## config.mk

```make
export PLATFORM = sky130hd
export DESIGN_NAME = rnb_mult
export DESIGN_NICKNAME = d
export VERILOG_FILES = /design/src/rtl/rnb_pkg.sv /design/src/rtl/rnb_bext.sv /design/src/rtl/rnb_rot_reg.sv /design/src/rtl/rnb_cell.sv /design/src/rtl/rnb_ctrl.sv /design/src/rtl/rnb_mult.sv
export SDC_FILE = /design/constraint.sdc
export NUM_CORES = 1
export LEC_CHECK = 0
export ABC_CLOCK_PERIOD_IN_PS = 26600
export BUFFER_PORTS_ARGS = -buffer_cell sky130_fd_sc_hd__buf_2
export CAP_MARGIN = 15
export CORE_AREA = 3 3 305 307
export DETAILED_ROUTE_END_ITERATION = 10
export DIE_AREA = 0 0 308 310
export PLACE_DENSITY = 0.75
export SLEW_MARGIN = 20
export SYNTH_ARGS = -nofsm -noshare
export SYNTH_HDL_FRONTEND = slang
export SYNTH_HIERARCHICAL = 1
export SYNTH_SLANG_ARGS = --single-unit
```

## constraint.sdc

```tcl
create_clock -name clk -period 26.6 [get_ports clk]
set_input_delay 2.66 -clock clk [delete_from_list [all_inputs] [get_ports clk]]
set_output_delay 2.66 -clock clk [all_outputs]
set_load 0.01 [all_outputs]
```

## src/rtl/rnb_pkg.sv

```systemverilog
package rnb_pkg;

  // Fold a residue modulo 2m+1 onto the coefficient index range 0..m.
  function automatic int unsigned rnb_fold(input int unsigned x, input int unsigned m);
    int unsigned p;
    int unsigned r;
    p = 2 * m + 1;
    r = x % p;
    if (r <= m) return r;
    else        return p - r;
  endfunction

endpackage

```

## src/rtl/rnb_bext.sv

```systemverilog
// Expands the m-bit operand into a 2m+1 entry ring indexed by residue,
// pre-rotated by one position so that the first serial step sees offset 1.
module rnb_bext #(
  parameter int unsigned M = 233,
  localparam int unsigned P = 2 * M + 1
) (
  input  logic [M-1:0] b,
  output logic [P-1:0] ring
);
  for (genvar j = 0; j < P; j++) begin : g_tap
    localparam int unsigned IDX = rnb_pkg::rnb_fold(j + 1, M);
    if (IDX == 0) begin : g_zero
      assign ring[j] = 1'b0;
    end else begin : g_bit
      assign ring[j] = b[IDX-1];
    end
  end
endmodule

```

## src/rtl/rnb_rot_reg.sv

```systemverilog
// Circular register: parallel load, or rotate one place toward index 0.
module rnb_rot_reg #(
  parameter int unsigned W = 467
) (
  input  logic         clk,
  input  logic         rst_n,
  input  logic         load,
  input  logic         shift,
  input  logic [W-1:0] d,
  output logic [W-1:0] q
);
  logic [W-1:0] q_nxt;

  always_comb begin
    q_nxt = q;
    if (load)       q_nxt = d;
    else if (shift) q_nxt = {q[0], q[W-1:1]};
  end

  always_ff @(negedge clk or negedge rst_n) begin
    if (!rst_n) q <= '0;
    else        q <= q_nxt;
  end
endmodule

```

## src/rtl/rnb_cell.sv

```systemverilog
// One product coefficient: toggles when a AND (b_fwd XOR b_bwd) is set.
module rnb_cell (
  input  logic clk,
  input  logic rst_n,
  input  logic clr,
  input  logic en,
  input  logic a_bit,
  input  logic b_fwd,
  input  logic b_bwd,
  output logic acc
);
  logic term;
  logic acc_nxt;

  always_comb begin
    term    = en & a_bit & (b_fwd ^ b_bwd);
    acc_nxt = acc;
    if (clr)       acc_nxt = 1'b0;
    else if (term) acc_nxt = ~acc;
  end

  always_ff @(negedge clk or negedge rst_n) begin
    if (!rst_n) acc <= 1'b0;
    else        acc <= acc_nxt;
  end
endmodule

```

## src/rtl/rnb_ctrl.sv

```systemverilog
// Sequencer: accepts start when idle, counts M serial steps, pulses done.
module rnb_ctrl #(
  parameter int unsigned M = 233,
  localparam int unsigned CW = $clog2(M + 1)
) (
  input  logic clk,
  input  logic rst_n,
  input  logic start,
  output logic load,
  output logic step,
  output logic busy,
  output logic done
);
  logic [CW-1:0] cnt, cnt_nxt;
  logic          busy_nxt, done_nxt;

  assign load = start & ~busy;
  assign step = busy;

  always_comb begin
    cnt_nxt  = cnt;
    busy_nxt = busy;
    done_nxt = 1'b0;
    if (load) begin
      cnt_nxt  = CW'(1);
      busy_nxt = 1'b1;
    end else if (busy) begin
      if (cnt == CW'(M)) begin
        busy_nxt = 1'b0;
        done_nxt = 1'b1;
        cnt_nxt  = '0;
      end else begin
        cnt_nxt = cnt + CW'(1);
      end
    end
  end

  always_ff @(negedge clk or negedge rst_n) begin
    if (!rst_n) begin
      cnt  <= '0;
      busy <= 1'b0;
      done <= 1'b0;
    end else begin
      cnt  <= cnt_nxt;
      busy <= busy_nxt;
      done <= done_nxt;
    end
  end
endmodule

```

## src/rtl/rnb_mult.sv

```systemverilog
module rnb_mult #(
  parameter int unsigned M = 233
) (
  input  logic         clk,
  input  logic         rst_n,
  input  logic         start,
  input  logic [M-1:0] b_in,
  input  logic         a_bit,
  output logic         busy,
  output logic         done,
  output logic [M-1:0] prod
);
  localparam int unsigned P = 2 * M + 1;

  // Reset synchronizer: asynchronous assert, release after two falling edges.
  logic [1:0] rst_q;
  logic       rst_sync_n;

  always_ff @(negedge clk or negedge rst_n) begin
    if (!rst_n) rst_q <= 2'b00;
    else        rst_q <= {rst_q[0], 1'b1};
  end
  assign rst_sync_n = rst_q[1];

  logic         load, step;
  logic [P-1:0] ring_init, ring;

  rnb_ctrl #(.M(M)) u_ctrl (
    .clk   (clk),
    .rst_n (rst_sync_n),
    .start (start),
    .load  (load),
    .step  (step),
    .busy  (busy),
    .done  (done)
  );

  rnb_bext #(.M(M)) u_bext (
    .b    (b_in),
    .ring (ring_init)
  );

  rnb_rot_reg #(.W(P)) u_ring (
    .clk   (clk),
    .rst_n (rst_sync_n),
    .load  (load),
    .shift (step),
    .d     (ring_init),
    .q     (ring)
  );

  // Cell k reads ring positions k (offset +i) and P-k (offset -i).
  for (genvar k = 1; k <= M; k++) begin : g_cell
    rnb_cell u_cell (
      .clk   (clk),
      .rst_n (rst_sync_n),
      .clr   (load),
      .en    (step),
      .a_bit (a_bit),
      .b_fwd (ring[k]),
      .b_bwd (ring[P-k]),
      .acc   (prod[k-1])
    );
  end
endmodule

```

==> impl_metrics.yaml <==
power:
  p_int_w: 0.00263
  clkPwrFrac_pct: 31.9
  p_leak_nw: 21.6
  seqPwrFrac_pct: 41.2
  p_switching_w: 0.00109
  total_power_w: 0.00371
  swShare_pct: 29.2
  pwr-share-comb_pct: 26.9
  power_density_nw_per_um2: 86.3
  vdd_ir_drop_max_v: 0.0000676
critical_path:
  crit_arrival_ps: 6040
  cp_slowest_cell: "buf_4"
  r2r-start: "u_ctrl/busy$_DFF_NN0_"
  r2r_cells: 6
  end_kind: "register"
  rrSetupSlack_ps: 22060
  critPathBufInv: 5
  crit_fanout: 233
  path_delay_family: "buffers and inverters"
  path_common_cell: "buf_4"
  cp.depth: 8
  max_stage_delay_ps: 900
  reg2reg_to: "g_cell[128].u_cell/acc$_DFFE_NN0P_"
  worstPathCellList: "buf_2 > inv_1 > nor2_4 > buf_4 > buf_12 > buf_4 > nor2_1 > mux2_4"
  cp_data_required_time_ps: 13740
  crit_start: "start"
  critPathKind: "primary input to register"
  cp-start-kind: "primary input"
logic_synthesis:
  ys_ff_latch: 712
  seq_area_frac_synth_pct: 43.9
  synth_warnings: 6
  syn_area_per_cell_um2: 10.3
  synth_top_area_cell: "dfrtn_1"
  synth_nets: 4188
  netlist-cell-type-count: 31
  synthTopCellsByArea: "dfrtn_1 (44%), mux2i_1 (12%), buf_4 (8.8%), mux2_4 (8.6%), o21ai_1 (5.4%)"
  netlist_top_cells_count: "dfrtn_1 (712), buf_4 (473), nand2_1 (473), mux2i_1 (468), o21ai_1 (434)"
  synth_flop_cell: "dfrtn_1"
  synth_edf_count: 0
  post-synth-top-count-cell: "dfrtn_1"
  synthesis.area_um2: 40600
  synth_top_area_share_pct: 43.9
  syn_inst: 3949
  async_flop_share_pct: 100
die:
  start_util_pct: 44.9
  die_y_um: 310
  placeableCoreArea_um2: 90300
  row_count: 110
  fp.dieArea_um2: 95500
  io_pins: 472
  die_width_um: 308
sta:
  drv_slew: 0
  skew_ps: 16.6
  worst_slew_pin_slew_ps: 1070
  finalHoldViolCount: 0
  tns_ps: 0
  rsz0062_at_grt: "false"
  setup_viol: 0
  relSlewSlack_pct: 28.5
clocking:
  cts_tree: "done"
  cts_setup_buffers: 0
  cts_hold_buf: 0
  root_buffer: "clkbuf_16"
  htree_levels: 3
  clk_latency_ps: 600
  cts.sinks: 712
  cts_inserted_buffers: 81
  cts_resized: 0
  clkTransAtPathRegs_ps: 40
  clk_path_buf_depth: 3
drt:
  ant_nets: 0
  routed_wirelength_um: 85500
  avgRoutedWirePerCell_um: 16.6
  first_iter_violations: 1884
  firstDrtPassIters: 7
  drc_errors: 0
  vias_per_cell: 5.08
  num_vias: 26300
finish:
  post_route_cells_drive_above_1_share_pct: 21.8
  area_delta_synth_final_pct: 5.96
  fillCellCount: 8201
  fin_area_um2: 43000
  nets: 4148
hold_path:
  hold_path_class: "register to asynchronous set/reset pin"
global_routing:
  gr-total-overflow: 0
  grt_max_degree: 261
  grt_pass1_vias: 25900
  antenna_found_initial: 29
  grt_pass1_wl_um: 137000
  track_usage_pct: 17.3
job:
  cap_violations: 0
placement:
  hpwl_um: 55700
  placed_area_um2: 40100
  io_buffers: 471
  place_congestion: 0.801
outcome:
  outcome: "finished, final reports clean"
-- worst max-delay path by stage --
| stage | endpoint |
|---|---|
| floorplan | u_ring/q[100]$_DFFE_NN0P_ |
| global placement | g_cell[148].u_cell/acc$_DFFE_NN0P_ |
| detailed placement | g_cell[147].u_cell/acc$_DFFE_NN0P_ |
| CTS | g_cell[147].u_cell/acc$_DFFE_NN0P_ |
| global route | g_cell[155].u_cell/acc$_DFFE_NN0P_ |
| finish | g_cell[147].u_cell/acc$_DFFE_NN0P_ |
-- layer usage --
metal	global-route usage [%]	part of all wire [%]
met1	22.4	44
met2	27.9	46
met3	5.50	7.2
met4	5.34	2.6
met5	0	0.21
-- sequential cells by signal (all words and copies together) (netlist names) --
name and flops:
g_cell.u_cell/acc 233, rst_q 2, u_ctrl/busy 1, u_ctrl/cnt 8
u_ctrl/done 1, u_ring/q 467
-- cell type report --
class                      instances  area (µm²)  share of cell area, %
multi-input combinational       2609       18100                   42.1
clock buffer                     123        2470                   5.74
timing repair buffer             502        2710                   6.31
inverter                           3        11.3                 0.0262
tap                             1176        1470                   3.42
antenna                           16        40.0                 0.0932
sequential                       712       17800                   41.5
clock inverter                    25         378                  0.879
-- layout by cell type (no fill, tap or decap), types with 17 or more instances in the layout --
master,netlist,routed
dfrtn_1,712,712
nand2_1,473,473
buf_2,41,470
mux2i_1,468,468
o21ai_1,434,434
nor2_1,236,235
nand3_1,235,235
nor2b_1,234,234
xor2_1,233,233
mux2_4,233,233
clkbuf_16,0,84
o21ai_0,41,41
clkbuf_8,0,23
buf_4,473,22
clkbuf_1,62,17
-- logic make-up after synthesis --
kind of cell	Yosys count	share of synthesized area (%)
simple gates	1188	13.2
fa+ha+maj	2	0.0617
other cells	2	0.0185
mux	701	20.2
buf+inv	628	11.5
flops	712	43.9
compound gates	483	6.05
xor+xnor	233	5.03
-- power groups by stage --
| stage | combinational, W | sequential (W) | clock [W] |
|---|---|---|---|
| floorplan | 0.000640 | 0.00160 | 0 |
| finish | 0.000999 | 0.00153 | 0.00118 |
| CTS | 0.00101 | 0.00153 | 0.00122 |
| global placement | 0.000975 | 0.00153 | 0 |
| global route | 0.00109 | 0.00156 | 0.00126 |
| detailed placement | 0.00101 | 0.00154 | 0 |
-- metrics by stage --
stage / worst slack, ps / utilization, % / std cells / hold WS [ps]
final: 7700 / 47.6 / 5166 / 275
after floorplan: 211 / - / 3949 / 292
after CTS: 7850 / 47.5 / 5149 / 309
after global routing: 7440 / 47.6 / 5157 / 324
after detailed placement: 7190 / 44.4 / 5001 / 297
after global placement: 7290 / 44.4 / 5001 / 302
-- worst reg2reg max path, stage by stage, from the launching register on --
cell and delay, ps:
dfrtn_1 420, buf_4 730, buf_12 640, buf_4 1010
buf_12 660, nand3_1 520, mux2_4 400
Note: power is estimated with default switching activity, not from simulation.
